## config.mk

```make
export PLATFORM = sky130hd
export DESIGN_NAME = ctl_stage_tracker
export DESIGN_NICKNAME = d
export VERILOG_FILES = /design/src/rtl/ctl_stage_pkg.sv /design/src/rtl/ctl_evt_arb.sv /design/src/rtl/ctl_stage_fsm.sv /design/src/rtl/ctl_setup_flag.sv /design/src/rtl/ctl_stage_tracker.sv
export SDC_FILE = /design/constraint.sdc
export NUM_CORES = 1
export LEC_CHECK = 0
export ABC_AREA = 1
export CAP_MARGIN = 20
export CELL_PAD_IN_SITES_DETAIL_PLACEMENT = 1
export CELL_PAD_IN_SITES_GLOBAL_PLACEMENT = 1
export CORE_MARGIN = 4
export CORE_UTILIZATION = 25
export CTS_CLUSTER_DIAMETER = 80
export CTS_CLUSTER_SIZE = 28
export DETAILED_ROUTE_END_ITERATION = 16
export DONT_BUFFER_PORTS = 1
export PLACE_DENSITY_LB_ADDON = 0.1
export SLEW_MARGIN = 20
export SYNTH_ARGS = -nofsm -noshare
export SYNTH_HDL_FRONTEND = slang
export SYNTH_SLANG_ARGS = --single-unit
```

## constraint.sdc

```tcl
create_clock -name clk -period 0.9 [get_ports clk]
set_input_delay 0.18 -clock clk [delete_from_list [all_inputs] [get_ports clk]]
set_output_delay 0.18 -clock clk [all_outputs]
set_load 0.005 [all_outputs]
```

## src/rtl/ctl_stage_pkg.sv

```systemverilog
package ctl_stage_pkg;
    localparam int STAGE_W = 3;
    localparam int EVT_W   = 3;

    typedef enum logic [STAGE_W-1:0] {
        STG_IDLE    = 3'b000,
        STG_RD_DATA = 3'b001,
        STG_RD_STAT = 3'b010,
        STG_WR_DATA = 3'b011,
        STG_WR_STAT = 3'b100,
        STG_ND_STAT = 3'b101,
        STG_ERR     = 3'b110
    } stage_e;

    typedef enum logic [EVT_W-1:0] {
        EV_NONE     = 3'd0,
        EV_SETUP_RD = 3'd1,
        EV_SETUP_WR = 3'd2,
        EV_SETUP_ND = 3'd3,
        EV_IN       = 3'd4,
        EV_OUT      = 3'd5,
        EV_CLASH    = 3'd6,
        EV_HS       = 3'd7
    } evt_e;

    typedef struct packed {
        stage_e stage;
        logic   err;
    } fsm_st_t;
endpackage

```

## src/rtl/ctl_evt_arb.sv

```systemverilog
module ctl_evt_arb
    import ctl_stage_pkg::*;
(
    input  logic setup_stb,
    input  logic setup_dir_in,
    input  logic setup_has_data,
    input  logic in_tok,
    input  logic out_tok,
    input  logic hs_done,
    output evt_e evt
);
    // Priority: setup, then token clash, then single token, then handshake.
    always_comb begin
        evt = EV_NONE;
        if (setup_stb) begin
            if (!setup_has_data)   evt = EV_SETUP_ND;
            else if (setup_dir_in) evt = EV_SETUP_RD;
            else                   evt = EV_SETUP_WR;
        end else if (in_tok && out_tok) begin
            evt = EV_CLASH;
        end else if (in_tok) begin
            evt = EV_IN;
        end else if (out_tok) begin
            evt = EV_OUT;
        end else if (hs_done) begin
            evt = EV_HS;
        end
    end
endmodule

```

## src/rtl/ctl_stage_fsm.sv

```systemverilog
module ctl_stage_fsm
    import ctl_stage_pkg::*;
#(
    parameter bit IDLE_TOKEN_ERR = 1'b0
) (
    input  logic   clk,
    input  logic   rst_n,
    input  evt_e   evt,
    output stage_e stage,
    output logic   seq_err
);
    fsm_st_t st_d, st_q;
    logic    is_token;
    logic    idle_trip;

    assign is_token = (evt == EV_IN) || (evt == EV_OUT) || (evt == EV_CLASH);

    generate
        if (IDLE_TOKEN_ERR) begin : g_idle_strict
            assign idle_trip = is_token;
        end else begin : g_idle_lenient
            assign idle_trip = 1'b0;
        end
    endgenerate

    always_comb begin
        st_d = st_q;
        case (evt)
            EV_SETUP_RD: st_d.stage = STG_RD_DATA;
            EV_SETUP_WR: st_d.stage = STG_WR_DATA;
            EV_SETUP_ND: st_d.stage = STG_ND_STAT;
            default: begin
                case (st_q.stage)
                    STG_IDLE: begin
                        if (idle_trip) st_d.stage = STG_ERR;
                    end
                    STG_RD_DATA: begin
                        if (evt == EV_OUT)        st_d.stage = STG_RD_STAT;
                        else if (evt == EV_CLASH) st_d.stage = STG_ERR;
                    end
                    STG_RD_STAT: begin
                        if (evt == EV_IN || evt == EV_CLASH) st_d.stage = STG_ERR;
                        else if (evt == EV_HS)               st_d.stage = STG_IDLE;
                    end
                    STG_WR_DATA: begin
                        if (evt == EV_IN)         st_d.stage = STG_WR_STAT;
                        else if (evt == EV_CLASH) st_d.stage = STG_ERR;
                    end
                    STG_WR_STAT, STG_ND_STAT: begin
                        if (evt == EV_OUT || evt == EV_CLASH) st_d.stage = STG_ERR;
                        else if (evt == EV_HS)                st_d.stage = STG_IDLE;
                    end
                    default: st_d.stage = STG_ERR;
                endcase
            end
        endcase
        st_d.err = (st_d.stage == STG_ERR);
    end

    always_ff @(posedge clk) begin
        if (!rst_n) begin
            st_q.stage <= STG_IDLE;
            st_q.err   <= 1'b0;
        end else begin
            st_q <= st_d;
        end
    end

    assign stage   = st_q.stage;
    assign seq_err = st_q.err;
endmodule

```

## src/rtl/ctl_setup_flag.sv

```systemverilog
module ctl_setup_flag (
    input  logic clk,
    input  logic rst_n,
    input  logic set_i,
    input  logic clr_i,
    output logic flag_o
);
    logic flag_d, flag_q;

    always_comb begin
        flag_d = flag_q;
        if (clr_i) flag_d = 1'b0;
        if (set_i) flag_d = 1'b1;
    end

    always_ff @(posedge clk) begin
        if (!rst_n) flag_q <= 1'b0;
        else        flag_q <= flag_d;
    end

    assign flag_o = flag_q;
endmodule

```

## src/rtl/ctl_stage_tracker.sv

```systemverilog
module ctl_stage_tracker
    import ctl_stage_pkg::*;
#(
    parameter bit IDLE_TOKEN_ERR = 1'b0
) (
    input  logic               clk,
    input  logic               rst_n,
    input  logic               setup_stb,
    input  logic               setup_dir_in,
    input  logic               setup_has_data,
    input  logic               in_tok,
    input  logic               out_tok,
    input  logic               hs_done,
    input  logic               setup_ack,
    output logic [STAGE_W-1:0] stage_code,
    output logic               seq_err,
    output logic               setup_valid
);
    evt_e   evt;
    stage_e stage;

    ctl_evt_arb u_arb (
        .setup_stb      (setup_stb),
        .setup_dir_in   (setup_dir_in),
        .setup_has_data (setup_has_data),
        .in_tok         (in_tok),
        .out_tok        (out_tok),
        .hs_done        (hs_done),
        .evt            (evt)
    );

    ctl_stage_fsm #(.IDLE_TOKEN_ERR(IDLE_TOKEN_ERR)) u_fsm (
        .clk     (clk),
        .rst_n   (rst_n),
        .evt     (evt),
        .stage   (stage),
        .seq_err (seq_err)
    );

    ctl_setup_flag u_flag (
        .clk    (clk),
        .rst_n  (rst_n),
        .set_i  (setup_stb),
        .clr_i  (setup_ack),
        .flag_o (setup_valid)
    );

    assign stage_code = stage;
endmodule

```

-- Word level (Yosys, flattened, before mapping)
Cells that the tools add are included.
Widths: inputs -> output; s select.
- equal/unequal tests: 13
- mux-type cells: 17
- reduce and logical (&&, ||, !) cells: 6
- operators with widths (cell ; number):
    $mux 3 ; 12
    $eq 3x3->1 const B ; 7
    $pmux 3 s5 ; 1
    $eq 3x2->1 const B ; 4
    $pmux 3 s3 ; 1
    $eq 3x1->1 const B ; 2
    $logic_not 3->1 ; 1
    $logic_or 1x1->1 ; 2
    $mux 1 ; 2
    $mux 2 ; 1
    $reduce_bool 2->1 ; 1
    $reduce_or 2->1 ; 1
    $logic_and 1x1->1 ; 1
- register bits: 5

-- Logic depth before layout (Yosys ltp)
- word-level depth: 11
- depth in mapped cells: 11

-- By module
Synthesis repeated with hierarchy kept, for this count alone.
- cell total of the unflattened synthesis: 67
- area total of the unflattened synthesis: 359.1 µm²
- modules (own cells, without submodules) (module ; instances ; cells each ; area an instance (µm²)):
    ctl_stage_fsm ; 1 ; 45 ; 249.0
    ctl_evt_arb ; 1 ; 16 ; 66.3
    ctl_setup_flag ; 1 ; 6 ; 43.8

-- Least setup slack after synthesis
OpenSTA, ideal clock, no wires.
- path kind: register -> register
- start: register, netlist name u_fsm.stage[2]
- end: register u_fsm.st_q (netlist bit u_fsm.seq_err)
- setup time: 0.062 ns
- data arrival time: 0.949 ns
- slack: -0.111 ns
- stages on the path, launching flop included: 9
- cells stage by stage: dfxtp_1 -> inv_1 -> nand2_1 -> nand2_1 -> inv_1 -> o22ai_1 -> nand2_1 -> o21ai_1 -> nor2_2
- longest elaborated chain between the ends: 5
- elaborated cells on any way between the ends: 16
- RTL lines (element ; line ; source):
    $eq 3x3->1 (tied with other cells) ; ctl_stage_fsm.sv:33 ; case (st_q.stage)
    $reduce_or 2->1 (tied with other cells) ; ctl_stage_fsm.sv:33 ;
    $pmux 3 s5 (*) ; ctl_stage_fsm.sv:33 ;
    $pmux 3 s3 (*) ; ctl_stage_fsm.sv:28 ; case (evt)
    $eq 3x3->1 (*) ; ctl_stage_fsm.sv:57 ; st_d.err = (st_d.stage == STG_ERR);
    to (signal assigned) ; ctl_stage_fsm.sv:65 ; st_q <= st_d;
    to (decl) ; ctl_stage_fsm.sv:12 ; fsm_st_t st_d, st_q;
Mark *: on every way between the ends. The rest lies on a longest branch, timed or not.
A chain may end at the register's enable or synchronous reset.

-- Worst setup path in the final report
- start: register, netlist name u_fsm.stage[1]
- end: output port stage_code[1]
- RTL lines (element ; line ; source):
    to (decl) ; ctl_stage_tracker.sv:15 ; output logic [STAGE_W-1:0] stage_code,
No word-level cell between the ends.

==> flow_summary.json <==
{
  "outcome": "finished, violations left",
  "violations": "setup timing",
  "rr_startpoint": "u_fsm.stage[2]$_SDFF_PN0_",
  "ys_seq_area_share_pct": 26.1,
  "tightest_slew_ps": 258,
  "dp_hpwl_um": 876,
  "synth-edff-count": 0,
  "path_clk_slew_ps": 40,
  "viasPerCell": 4.88,
  "crit_type": "reg2out",
  "cts-root-buf": "clkbuf_4",
  "grt_overflow": 0,
  "drcViolationCount": 0,
  "fin_worst_skew_ps": 0.892,
  "dp_cells": 80,
  "dr_wl_met2_um": 539,
  "r2r_slack_ps": -90,
  "crit_required_ps": 720,
  "wl_mm": 1.04,
  "ys_async_sr_fraction_pct": 0,
  "fill_cells": 179,
  "ys_ff_latch": 5,
  "tns_ps": -418,
  "wl_per_cell_um": 12.2,
  "seqCellArea_um2": 111,
  "max_freq_ghz": 1.00,
  "maxCapViolCount": 0,
  "htreeDepth": 1,
  "start_util_pct": 28.0,
  "clock_sinks": 5,
  "relSlewSlack_pct": 82.6,
  "gp_congestion": 0.756,
  "vias": 415,
  "drtAntennaViolNets": 0,
  "die_x_um": 47.1,
  "cp-end-kind": "output pin",
  "min_to": "u_fsm.stage[0]$_SDFF_PN0_",
  "synth_nets": 69,
  "antenna_cells": 0,
  "synth_cell_type_count": 17,
  "clk_latency_ps": 230,
  "ios": 14,
  "setup-violations-final": 7,
  "first_iter_violations": 2,
  "synth_warnings": 0,
  "routed.top_layer": "met4",
  "synthCells": 60,
  "syn_area_per_cell_um2": 6.38,
  "die-area_um2": 2220,
  "fin_crit_ps": 999,
  "worst-path-max-fanout": 7,
  "cp_data_arrival_time_ps": 820,
  "cts_tree": "yes",
  "fin_cells": 85,
  "peakVddDrop_v": 0.000585,
  "core_area_um2": 1370,
  "synth.most_common_cell": "nand2_1",
  "p_leak_uw": 0.000251,
  "grt_use_total_pct": 12.2,
  "holdWs_ps": 43.9,
  "r2r_end": "u_fsm.stage[2]$_SDFF_PN0_",
  "synth.top_cells.by_area": "dfxtp_1 (26%), nand2_1 (14%), inv_1 (9.8%)",
  "first_pass_iters": 4,
  "core.rowCount": 13,
  "synth_area_um2": 383,
  "drt-met1-wl_um": 440,
  "worst_setup_path_start_kind": "register",
  "netlist.area_leader.share_pct": 26.1,
  "grt_pass1_wl_mm": 1.86,
  "fin_crit_sh_pct": 111,
  "synth.largest_area_cell": "dfxtp_1",
  "grt_max_degree": 8,
  "port_buffers": 0,
  "finalWorstSetupSlack_ps": -99.3,
  "hold_start": "rst_n",
  "hold_violations": 0,
  "nNetsFinal": 80,
  "reg2regPathDepth": 8,
  "multi_input_area_um2": 272,
  "drive_above_1_share_pct": 44.3,
  "syn_to_final_growth_pct": 36.9,
  "antenna_found_initial": 0,
  "finalPower_uw": 698,
  "clock_path_buffers": 2,
  "hp-class": "in2reg",
  "drv_slew": 0,
  "grt_pass1_vias": 449,
  "ys_top_cells_by_count": "nand2_1 (14), inv_1 (10), nor2_1 (7), dfxtp_1 (5)",
  "synth-main-ff-cell": "dfxtp_1",
  "wl_met3_um": 38,
  "die_y_um": 47.1,
  "p_per_area_nw_per_um2": 1330,
  "rsz0062_at_grt": "true",
  "numCtsBuffers": 3,
  "holdPathStages": 2
}
## worst max-delay path, stage by stage (launching register included)
cell and delay, ps:
dfxtp_4 370, buf_6 120, buf_6 100
## registers in the layout, summed over array words and instances, names as in the netlist
name           flops
u_fsm.stage        3
u_flag.flag_o      1
u_fsm.seq_err      1
## repair_timing
action / CTS / global route
gates resized for setup: 8 / 3
pin swaps: 4 / 0
endpoints found under the setup margin: 7 / 7
hold buffers: 0 / 0
buffers inserted: 0 / 1
## how the worst max path moves through the flow
| stage | to | cells after the start | start | slack [ps] |
|---|---|---|---|---|
| after global placement | u_fsm.stage[0]$_SDFF_PN0_ | 9 | out_tok | -170 |
| after CTS | u_fsm.stage[2]$_SDFF_PN0_ | 8 | u_fsm.stage[2]$_SDFF_PN0_ | -110 |
| final | stage_code[1] | 2 | u_fsm.stage[1]$_SDFF_PN0_ | -100 |
| after global routing | u_fsm.stage[2]$_SDFF_PN0_ | 8 | u_fsm.stage[2]$_SDFF_PN0_ | -200 |
| after detailed placement | u_fsm.stage[1]$_SDFF_PN0_ | 8 | out_tok | -160 |
| after floorplan | u_fsm.stage[1]$_SDFF_PN0_ | 10 | in_tok | -50 |
## through the flow
stage,area [µm²],utilization (%),setup slack (ps)
2_1_floorplan,402,-,-45.9
6_report,524,38.4,-99.3
3_3_place_gp,458,33.5,-168
4_1_cts,505,37.0,-115
5_1_grt,524,38.4,-198
3_5_place_dp,458,33.5,-164
## report_power, final
group	internal [µW]	total [µW]	leakage, µW	switching [µW]
Clock	167	251	0.0000150	83.6
Combinational	87.3	181	0.000193	93.3
Sequential	238	267	0.0000432	28.7
Total	493	698	0.000251	206
## layer usage
layer | track usage, % | up-vias
met2 | 19.5 | 7
met4 | 8.29 | 0
li1 | - | 220
met5 | 0 | -
met1 | 14.4 | 186
met3 | 2.68 | 2
## cell type report
class | count | area share (%)
clock buffers | 4 | 5.01
inverters | 10 | 7.64
multi-input cells | 45 | 51.8
flip-flops and latches | 5 | 21.2
well taps | 15 | 3.58
repair buffers | 6 | 10.7
## cells in the final DEF (no fill, tap or decap)
cell | synthesis | routed
nand2_1 | 14 | 12
o21ai_2 | 1 | 2
nand3_1 | 3 | 2
dfxtp_1 | 5 | 2
clkbuf_4 | 0 | 3
nand2_2 | 3 | 5
buf_4 | 0 | 3
nor3_4 | 1 | 1
a21oi_1 | 3 | 2
nor2_2 | 1 | 2
inv_4 | 0 | 1
dfxtp_4 | 0 | 3
a21oi_2 | 0 | 1
a21boi_2 | 1 | 1
o21ai_1 | 2 | 1
inv_2 | 0 | 1
o21ai_0 | 1 | 1
inv_1 | 10 | 8
buf_6 | 0 | 3
nor2_1 | 7 | 6
nor3_1 | 1 | 1
nand4_1 | 3 | 3
clkbuf_1 | 0 | 1
o22ai_2 | 0 | 1
nand3_2 | 3 | 4
## kinds of logic after synthesis
kind of cell / after synthesis / share of synthesized area (%)
buf+inv: 10 / 9.80
compound gates: 9 / 14.7
simple gates: 36 / 49.3
flops: 5 / 26.1
Power figures use the tool's default switching activity.
